[src/rtl/wdt_pkg.sv]
// Package wdt_pkg
// Shared layout of the control/status register, the write keys and the
// prescaler tap table. Software decodes these bit positions directly.
package wdt_pkg;

    localparam int REG_W   = 8;
    localparam int N_TAPS  = 8;
    localparam int CKS_W   = $clog2(N_TAPS);

    localparam logic [REG_W-1:0] CTRL_KEY = 8'hA5;
    localparam logic [REG_W-1:0] CNT_KEY  = 8'h5A;

    // Control/status register, bit 7 first.
    typedef struct packed {
        logic             en;     // 7: count enable
        logic             wdog;   // 6: 1 = watchdog, 0 = interval
        logic             rsel;   // 5: 0 = power-on request, 1 = manual request
        logic             wflag;  // 4: watchdog overflow flag
        logic             iflag;  // 3: interval overflow flag
        logic [CKS_W-1:0] cks;    // 2:0: prescaler tap
    } ctrl_t;

    // log2 of the division ratio for each clock select code
    function automatic int tap_shift(input int code);
        case (code)
            0:       return 0;
            1:       return 2;
            2:       return 4;
            3:       return 5;
            4:       return 6;
            5:       return 8;
            6:       return 10;
            default: return 12;
        endcase
    endfunction

endpackage

[src/rtl/wdt_prescaler.sv]
// Module wdt_prescaler
// Free-running divider of the peripheral clock that yields a one-cycle
// count tick at the selected tap. Assumes: the divider is held at zero while
// counting is disabled, so the first tick after enabling comes a full
// period later; PRE_W is at least the largest tap shift.
module wdt_prescaler #(
    parameter int PRE_W = 12
) (
    input  logic                     clk,
    input  logic                     rst_n,
    input  logic                     core_rst_n,
    input  logic                     run,
    input  logic [wdt_pkg::CKS_W-1:0] cks,
    output logic                     tick
);
    import wdt_pkg::*;

    logic [PRE_W-1:0]  pre_q;
    logic [N_TAPS-1:0] tap_hit;

    // Divider: advance while running, otherwise park at zero.
    always_ff @(posedge clk) begin
        if (!rst_n || !core_rst_n || !run) begin
            pre_q <= '0;
        end else begin
            pre_q <= pre_q + 1'b1;
        end
    end

    // One terminal-count detector per tap.
    for (genvar t = 0; t < N_TAPS; t++) begin : g_tap
        localparam int               SH   = tap_shift(t);
        localparam logic [PRE_W-1:0] MASK = {PRE_W{1'b1}} >> (PRE_W - SH);
        assign tap_hit[t] = ((pre_q & MASK) == MASK);
    end

    // Tap select and gate.
    always_comb begin
        tick = run & tap_hit[cks];
    end

endmodule

[src/rtl/wdt_counter.sv]
// Module wdt_counter
// Up-counter that software can load. It steps on each prescaler tick and
// flags the wrap from all ones to zero. Assumes: a load wins over a tick on
// the same edge and suppresses that wrap; internal reset blocks the wrap.
module wdt_counter #(
    parameter int CNT_W = 8
) (
    input  logic             clk,
    input  logic             rst_n,
    input  logic             core_rst_n,
    input  logic             load,
    input  logic [CNT_W-1:0] load_val,
    input  logic             tick,
    output logic [CNT_W-1:0] cnt,
    output logic             wrap
);
    logic [CNT_W-1:0] cnt_q;

    // Count register: reset, then load, then step.
    always_ff @(posedge clk) begin
        if (!rst_n || !core_rst_n) begin
            cnt_q <= '0;
        end else if (load) begin
            cnt_q <= load_val;
        end else if (tick) begin
            cnt_q <= cnt_q + 1'b1;
        end
    end

    // Wrap event for the flag and request logic.
    always_comb begin
        wrap = tick & ~load & core_rst_n & (cnt_q == {CNT_W{1'b1}});
        cnt  = cnt_q;
    end

endmodule

[src/rtl/wdt_ctrl_reg.sv]
// Module wdt_ctrl_reg
// Control/status register. A keyed write loads the control fields. Flags are
// set by hardware events and cleared only by writing 0, and a set event
// beats a clear on the same edge. Assumes: wr_ok already holds the key and
// size check; cleared only by the power-on reset.
module wdt_ctrl_reg (
    input  logic                      clk,
    input  logic                      rst_n,
    input  logic                      wr_ok,
    input  logic [wdt_pkg::REG_W-1:0] wdata,
    input  logic                      wflag_set,
    input  logic                      iflag_set,
    output wdt_pkg::ctrl_t            ctrl
);
    import wdt_pkg::*;

    ctrl_t ctrl_q;
    ctrl_t wr_v;
    logic  wflag_clr;
    logic  iflag_clr;

    // Decode the write value and the clear strobes.
    always_comb begin
        wr_v      = ctrl_t'(wdata);
        wflag_clr = wr_ok & ~wr_v.wflag;
        iflag_clr = wr_ok & ~wr_v.iflag;
    end

    // Register update: control fields on write, flags set-dominant.
    always_ff @(posedge clk) begin
        if (!rst_n) begin
            ctrl_q <= '0;
        end else begin
            if (wr_ok) begin
                ctrl_q.en   <= wr_v.en;
                ctrl_q.wdog <= wr_v.wdog;
                ctrl_q.rsel <= wr_v.rsel;
                ctrl_q.cks  <= wr_v.cks;
            end
            ctrl_q.wflag <= wflag_set | (ctrl_q.wflag & ~wflag_clr);
            ctrl_q.iflag <= iflag_set | (ctrl_q.iflag & ~iflag_clr);
        end
    end

    assign ctrl = ctrl_q;


    wflag_win_chk: assert property (@(posedge clk) disable iff (!rst_n)
        wflag_set |=> ctrl_q.wflag);


    iflag_win_chk: assert property (@(posedge clk) disable iff (!rst_n)
        iflag_set |=> ctrl_q.iflag);

endmodule

[src/rtl/wdog_keyed_timer.sv]
// Module wdog_keyed_timer
// Top of the keyed-write watchdog / interval timer. Decodes keyed bus writes,
// joins prescaler, counter and control register, and turns wraps into reset
// requests or an interrupt. Assumes: single-cycle bus accesses with reads
// served from the current address; the reset requests go to an external
// reset generator.
module wdog_keyed_timer #(
    parameter int PRE_W = 12
) (
    input  logic        clk,
    input  logic        rst_n,
    input  logic        core_rst_n,
    input  logic        bus_sel,
    input  logic        bus_wr,
    input  logic        bus_word,
    input  logic        bus_addr,
    input  logic [15:0] bus_wdata,
    output logic [7:0]  bus_rdata,
    output logic        por_req,
    output logic        mrst_req,
    output logic        irq
);
    import wdt_pkg::*;

    ctrl_t            ctrl;
    logic [REG_W-1:0] cnt;
    logic             ctrl_wr;
    logic             cnt_wr;
    logic             ctrl_try;
    logic             tick;
    logic             wrap;
    logic             por_q;
    logic             mrst_q;

    // Keyed write decode: word size plus per-register key.
    always_comb begin
        ctrl_try = bus_sel & bus_wr & ~bus_addr;
        ctrl_wr  = ctrl_try & bus_word & (bus_wdata[15:8] == CTRL_KEY);
        cnt_wr   = bus_sel & bus_wr & bus_addr & bus_word
                 & (bus_wdata[15:8] == CNT_KEY);
    end

    wdt_prescaler #(.PRE_W(PRE_W)) i_pre (
        .clk        (clk),
        .rst_n      (rst_n),
        .core_rst_n (core_rst_n),
        .run        (ctrl.en),
        .cks        (ctrl.cks),
        .tick       (tick)
    );

    wdt_counter #(.CNT_W(REG_W)) i_cnt (
        .clk        (clk),
        .rst_n      (rst_n),
        .core_rst_n (core_rst_n),
        .load       (cnt_wr),
        .load_val   (bus_wdata[REG_W-1:0]),
        .tick       (tick),
        .cnt        (cnt),
        .wrap       (wrap)
    );

    wdt_ctrl_reg i_ctrl (
        .clk        (clk),
        .rst_n      (rst_n),
        .wr_ok      (ctrl_wr),
        .wdata      (bus_wdata[REG_W-1:0]),
        .wflag_set  (wrap & ctrl.wdog),
        .iflag_set  (wrap & ~ctrl.wdog),
        .ctrl       (ctrl)
    );

    // Reset request pulses, one cycle per watchdog wrap.
    always_ff @(posedge clk) begin
        if (!rst_n) begin
            por_q  <= 1'b0;
            mrst_q <= 1'b0;
        end else begin
            por_q  <= wrap & ctrl.wdog & ~ctrl.rsel;
            mrst_q <= wrap & ctrl.wdog &  ctrl.rsel;
        end
    end

    // Outputs: requests, interrupt and read mux.
    always_comb begin
        por_req   = por_q;
        mrst_req  = mrst_q;
        irq       = ctrl.iflag;
        bus_rdata = bus_addr ? cnt : REG_W'(ctrl);
    end


    ctrl_key_chk: assert property (@(posedge clk) disable iff (!rst_n)
        (ctrl_try && !(bus_word && bus_wdata[15:8] == CTRL_KEY))
        |=> ($stable(ctrl.en) && $stable(ctrl.wdog) && $stable(ctrl.rsel)
             && $stable(ctrl.cks)));


    hold_chk: assert property (@(posedge clk) disable iff (!rst_n)
        (!ctrl.en && !cnt_wr && core_rst_n) |=> $stable(cnt));


    req_pulse_chk: assert property (@(posedge clk) disable iff (!rst_n)
        (por_req || mrst_req) |=> (!por_req && !mrst_req));


    req_excl_chk: assert property (@(posedge clk) disable iff (!rst_n)
        $onehot0({por_req, mrst_req}));


    irq_no_rst_chk: assert property (@(posedge clk) disable iff (!rst_n)
        $rose(irq) |-> (!por_req && !mrst_req));


    ctrl_keep_chk: assert property (@(posedge clk) disable iff (!rst_n)
        (!core_rst_n && !ctrl_wr) |=> $stable(ctrl));

endmodule

[config.mk]
export PLATFORM = sky130hd
export DESIGN_NAME = wdog_keyed_timer
export DESIGN_NICKNAME = d
export VERILOG_FILES = /design/src/rtl/wdt_pkg.sv /design/src/rtl/wdt_prescaler.sv /design/src/rtl/wdt_counter.sv /design/src/rtl/wdt_ctrl_reg.sv /design/src/rtl/wdog_keyed_timer.sv
export SDC_FILE = /design/constraint.sdc
export NUM_CORES = 1
export LEC_CHECK = 0
export BUFFER_PORTS_ARGS = -buffer_cell sky130_fd_sc_hd__buf_2
export CAP_MARGIN = 20
export CORE_MARGIN = 1
export CORE_UTILIZATION = 53
export CTS_CLUSTER_SIZE = 14
export DETAILED_ROUTE_END_ITERATION = 16
export GPL_TIMING_DRIVEN = 0
export PLACE_DENSITY = 0.75
export SLEW_MARGIN = 20
export SYNTH_ARGS = -nofsm -noshare
export SYNTH_HDL_FRONTEND = slang
export SYNTH_HIERARCHICAL = 1
export SYNTH_SLANG_ARGS = --single-unit
[constraint.sdc]
create_clock -name clk -period 3 [get_ports clk]
set_input_delay 0.45 -clock clk [delete_from_list [all_inputs] [get_ports clk]]
set_output_delay 0.45 -clock clk [all_outputs]
set_load 0.005 [all_outputs]
==> flow_summary.html <==
<table>
<tr><th>Metric</th><th>Value</th></tr>
<tr><th colspan="2">Outcome</th></tr>
<tr><td>Result of the run</td><td>finished clean</td></tr>
<tr><th colspan="2">Synthesis</th></tr>
<tr><td>Complex-gate fraction of the synthesized area</td><td>9.82%</td></tr>
<tr><td>Gate count after technology mapping</td><td>173</td></tr>
<tr><td>Post-synthesis share of cell area spent on full adders, half adders and majority gates</td><td>2.38%</td></tr>
<tr><td>Post-synthesis instance area</td><td>1580 um2</td></tr>
<tr><td>Leading cell type by number of instances after synthesis</td><td>sky130_fd_sc_hd__dfxtp_1</td></tr>
<tr><td>Dominant cell type by area after synthesis</td><td>sky130_fd_sc_hd__dfxtp_1</td></tr>
<tr><td>Average footprint of a synthesized cell</td><td>9.13 um2</td></tr>
<tr><td>Part of the Yosys area used for sequential elements</td><td>38.0%</td></tr>
<tr><td>Commonest cells in the synthesized netlist</td><td>sky130_fd_sc_hd__dfxtp_1 (30), sky130_fd_sc_hd__nor2_1 (14), sky130_fd_sc_hd__nand3_1 (12), sky130_fd_sc_hd__o21ai_0 (11), sky130_fd_sc_hd__nand2_1 (10)</td></tr>
<tr><td>Number of distinct library cells after synthesis</td><td>42</td></tr>
<tr><td>Fraction of registers with async set/reset</td><td>0%</td></tr>
<tr><td>Largest family of logic cells by synthesized area</td><td>simple AND/OR/NAND/NOR gates</td></tr>
<tr><td>Simple logic cell fraction of the synthesized area</td><td>29.3%</td></tr>
<tr><td>Primary flip-flop cell chosen by synthesis mapping</td><td>sky130_fd_sc_hd__dfxtp_1</td></tr>
<tr><td>Leading cell types by total area after synthesis</td><td>sky130_fd_sc_hd__dfxtp_1 (38%), sky130_fd_sc_hd__mux2_2 (5.7%), sky130_fd_sc_hd__mux2i_1 (4.4%)</td></tr>
<tr><td>Synth Register Bits</td><td>30</td></tr>
<tr><td>Synthesized-area fraction occupied by xor and xnor cells</td><td>6.10%</td></tr>
<tr><td>Mux share of post-synthesis cell area</td><td>10.1%</td></tr>
<tr><td>Synthesis warning total</td><td>6</td></tr>
<tr><td>Number of enable flip-flop cells after synthesis</td><td>0</td></tr>
<tr><td>Syn_nets</td><td>199</td></tr>
<tr><td>Area share of the largest cell type after synthesis</td><td>38.0%</td></tr>
<tr><th colspan="2">Clock network</th></tr>
<tr><td>Root cell of the clock tree</td><td>sky130_fd_sc_hd__clkbuf_4</td></tr>
<tr><td>Hold-fix buffers, CTS</td><td>0</td></tr>
<tr><td>Clock transition time at the flip-flop clock pins of the worst setup and hold paths</td><td>0.09 ns</td></tr>
<tr><td># Post-CTS Setup Buffers</td><td>0</td></tr>
<tr><td>Clock Sink Count</td><td>30</td></tr>
<tr><td>Worst-skew pair later-pin latency</td><td>0.33 ns</td></tr>
<tr><td>Htree depth</td><td>2</td></tr>
<tr><td># resized after CTS</td><td>0</td></tr>
<tr><td>Clock tree buffer depth</td><td>2</td></tr>
<tr><td>Num CTS Buffers</td><td>5</td></tr>
<tr><td>TritonCTS clock tree</td><td>done</td></tr>
<tr><th colspan="2">Min path</th></tr>
<tr><td>Hold Path Stages</td><td>2</td></tr>
<tr><td>Start point of the worst min-delay path</td><td>bus_wdata[1]</td></tr>
<tr><td>Path type of the worst min-delay path</td><td>in2reg</td></tr>
<tr><td>Worst min-delay path endpoint</td><td>i_cnt/cnt[1]</td></tr>
<tr><th colspan="2">Worst setup path</th></tr>
<tr><td>Worst setup slack for register-to-register paths</td><td>0.43 ns</td></tr>
<tr><td>Critical path fanouts, max</td><td>8</td></tr>
<tr><td>Worst Setup End Kind</td><td>register</td></tr>
<tr><td>Most used cell, CP</td><td>sky130_fd_sc_hd__nand3_1</td></tr>
<tr><td>Cell at the slowest stage of the critical path</td><td>sky130_fd_sc_hd__dfxtp_1</td></tr>
<tr><td>Launch point of the worst path</td><td>i_pre/pre_q[0]</td></tr>
<tr><td>Startpoint types</td><td>register</td></tr>
<tr><td>Worst path arrival time</td><td>2.83 ns</td></tr>
<tr><td>End of the worst register-to-register path</td><td>i_ctrl/ctrl[4]</td></tr>
<tr><td>Total buffers and inverters traversed by the critical path</td><td>2</td></tr>
<tr><td>Worst stage delay on the critical path</td><td>0.38 ns</td></tr>
<tr><td>Cells along the critical path</td><td>ha_1 &gt; nand3_1 &gt; inv_1 &gt; ha_1 &gt; nand3_1 &gt; o221ai_1 &gt; nand3b_1 &gt; o21ai_1 &gt; buf_4 &gt; nand3_1 &gt; nor3_1 &gt; and2_1 &gt; o21ai_0 &gt; nor2_1</td></tr>
<tr><td>Required time at the endpoint of the critical path</td><td>3.26 ns</td></tr>
<tr><td>R2R cell count</td><td>14</td></tr>
<tr><td>Critical setup path kind</td><td>reg2reg</td></tr>
<tr><td>Startpoint of the most critical register-to-register path</td><td>i_pre/pre_q[0]</td></tr>
<tr><td>Gate family responsible for the most delay along the worst path</td><td>simple AND/OR/NAND/NOR gates</td></tr>
<tr><th colspan="2">Floorplan</th></tr>
<tr><td>Core Region</td><td>2780 um2</td></tr>
<tr><td>Initial Utilization</td><td>56.8%</td></tr>
<tr><td>X dimension of the die</td><td>56.6 um</td></tr>
<tr><td>I/O Pins</td><td>34</td></tr>
<tr><td>Die Ht</td><td>56.6 um</td></tr>
<tr><td>Num rows</td><td>19</td></tr>
<tr><td>Die Footprint</td><td>3200 um2</td></tr>
<tr><th colspan="2">Placed design</th></tr>
<tr><td>Global placer's final weighted congestion</td><td>0.796</td></tr>
<tr><td>Port bufs</td><td>32</td></tr>
<tr><td>Detailed placement HPWL</td><td>2460 um</td></tr>
<tr><th colspan="2">Timing</th></tr>
<tr><td>Maximum clock skew at final layout</td><td>0.0101 ns</td></tr>
<tr><td>Number of slew-limit violations in the final report</td><td>0</td></tr>
<tr><td>Clock period minus worst slack</td><td>2.57 ns</td></tr>
<tr><td>Period Utilization, post-route</td><td>85.8%</td></tr>
<tr><td>Relative slew slack</td><td>45.2%</td></tr>
<tr><td>Max Freq</td><td>389 MHz</td></tr>
<tr><td>RSZ-0062 raised after global routing</td><td>no</td></tr>
<tr><td>Final Hold Viols</td><td>0</td></tr>
<tr><td>Sum Neg Setup Slack</td><td>0 ns</td></tr>
<tr><td>Final-layout worst hold slack</td><td>0.351 ns</td></tr>
<tr><td>Number of setup violations in the final report</td><td>0</td></tr>
<tr><td>Slew of the pin with the lowest slew margin</td><td>0.814 ns</td></tr>
<tr><th colspan="2">Finish</th></tr>
<tr><td>Antenna diode count</td><td>0</td></tr>
<tr><td># nets final</td><td>238</td></tr>
<tr><td>Area growth from synthesis to layout</td><td>19.6%</td></tr>
<tr><td>Share of post-route cells with drive strength above 1</td><td>26.8%</td></tr>
<tr><th colspan="2">Routing</th></tr>
<tr><td>Routed wirelength normalized by instance count</td><td>13.4 um</td></tr>
<tr><td>Highest metal layer used by the detailed router</td><td>met4</td></tr>
<tr><td>Number of design-rule violations left by the first detailed-router iteration</td><td>52</td></tr>
<tr><td>Length of routed met2 wiring</td><td>1500 um</td></tr>
<tr><td>Via count normalized by instance count</td><td>5.69</td></tr>
<tr><td>Via count</td><td>1388</td></tr>
<tr><td>Total DRC errors in the routed layout</td><td>0</td></tr>
<tr><td>Wl on met1</td><td>1540 um</td></tr>
<tr><td>Detailed-route wire length</td><td>3260 um</td></tr>
<tr><td>Remaining antenna violation count after routing</td><td>0</td></tr>
<tr><td>Detailed-routing iteration count for the pre-antenna-repair pass</td><td>5</td></tr>
<tr><td>Routed met3 length</td><td>169 um</td></tr>
<tr><th colspan="2">Power and ir drop</th></tr>
<tr><td>Pwr per Cell Area</td><td>451 nW/um2</td></tr>
<tr><td>IR Drop Worst-Case VDD</td><td>0.000605 V</td></tr>
<tr><td>Total leakage power</td><td>0.000762 uW</td></tr>
<tr><th colspan="2">Global routing</th></tr>
<tr><td>Combined global-route utilization of all metal layers</td><td>23.2%</td></tr>
<tr><td>GRT overflow</td><td>0</td></tr>
<tr><td>Maximum number of pins on one net before global-route repair</td><td>14</td></tr>
<tr><td>Antenna violations before repair</td><td>0</td></tr>
<tr><td>Wire length of the first global-routing pass</td><td>5720 um</td></tr>
<tr><td>Via count of the first global-routing pass</td><td>1343</td></tr>
<tr><th colspan="2">Run</th></tr>
<tr><td>Number of max-capacitance violations reported</td><td>0</td></tr>
</table>
[area by class of cell]
type | instances | area [um2]
inverters | 7 | 26.3
flip-flops and latches | 30 | 601
clock inverters | 2 | 60.1
well taps | 31 | 38.8
fillers | 229 | 891
multi-input cells | 130 | 912
plain buffers | 6 | 41.3
clock buffers | 6 | 51.3
repair buffers | 32 | 160
[flip-flops by register name, summed over array words and instances (netlist names)]
register,flops
i_cnt/cnt,8
i_ctrl/ctrl,8
i_pre/pre_q,12
mrst_req,1
por_req,1
[layer usage]
metal | GRT usage (%) | vias to the layer above
met5 | 0 | -
met4 | 12.5 | 0
met3 | 4.61 | 6
met2 | 37.0 | 44
met1 | 29.3 | 642
li1 | - | 696
[per-stage QoR]
step           worst slack [ns]  std cells  cell area [um2]  utilization (%)  total power (uW)
3_3_place_gp              0.262        236             1780             64.0               440
2_1_floorplan             0.753        173             1580                -               420
6_report                  0.427        244             1890             68.0               854
4_1_cts                   0.429        244             1890             68.0               864
5_1_grt                   0.144        244             1890             68.0               883
3_5_place_dp              0.228        236             1780             64.0               441
[worst max-delay path by stage]
stage,to,cells past startpoint
after detailed placement,i_ctrl/ctrl[4],10
after global routing,i_ctrl/ctrl[4],14
after global placement,i_ctrl/ctrl[4],10
after CTS,i_ctrl/ctrl[3],14
after floorplan,i_ctrl/ctrl[4],9
final,i_ctrl/ctrl[4],14
[report_power, final]
part	total (uW)	leakage, uW	switching [uW]	internal [uW]
clock	422	0.0000585	140	282
sequential	398	0.000241	0.0401	398
combinational	33.8	0.000462	16.0	17.8
[cells in the final DEF (no fill, tap or decap), types with 2 or more instances in the layout]
cell and count:
sky130_fd_sc_hd__inv_1 7, sky130_fd_sc_hd__buf_2 32, sky130_fd_sc_hd__clkbuf_4 5, sky130_fd_sc_hd__nor2_1 14, sky130_fd_sc_hd__bufinv_16 2, sky130_fd_sc_hd__nand2_1 10
sky130_fd_sc_hd__a21oi_1 4, sky130_fd_sc_hd__nor2b_1 8, sky130_fd_sc_hd__clkbuf_1 3, sky130_fd_sc_hd__xor2_1 6, sky130_fd_sc_hd__ha_1 3, sky130_fd_sc_hd__a31oi_1 2
sky130_fd_sc_hd__dfxtp_1 30, sky130_fd_sc_hd__xnor2_1 5, sky130_fd_sc_hd__or3_1 4, sky130_fd_sc_hd__o21ai_0 11, sky130_fd_sc_hd__nand4_1 4, sky130_fd_sc_hd__nand3_1 12
sky130_fd_sc_hd__mux2i_1 7, sky130_fd_sc_hd__and2_1 3, sky130_fd_sc_hd__or3b_1 2, sky130_fd_sc_hd__o211a_1 3, sky130_fd_sc_hd__mux2_2 8, sky130_fd_sc_hd__buf_6 2
sky130_fd_sc_hd__nor3b_2 2, sky130_fd_sc_hd__nand2b_1 2, sky130_fd_sc_hd__nor3_1 2, sky130_fd_sc_hd__nand3b_1 2
[worst register-to-register path, delay by kind of cell (launching register included)]
family	cells	cell delay [ns]
compound gates	3	0.26
simple gates	7	1.19
buf+inv	2	0.31
fa+ha+maj	2	0.36
flops	1	0.38
[cells by family after synthesis]
kind of cell | after synthesis
flip-flops | 30
AO/OA/AOI/OAI | 25
adder cells (fa/ha/maj) | 3
multiplexers | 15
AND/OR/NAND/NOR | 76
XOR/XNOR | 11
buffers and inverters | 13
(Power assumes the default switching activity.)
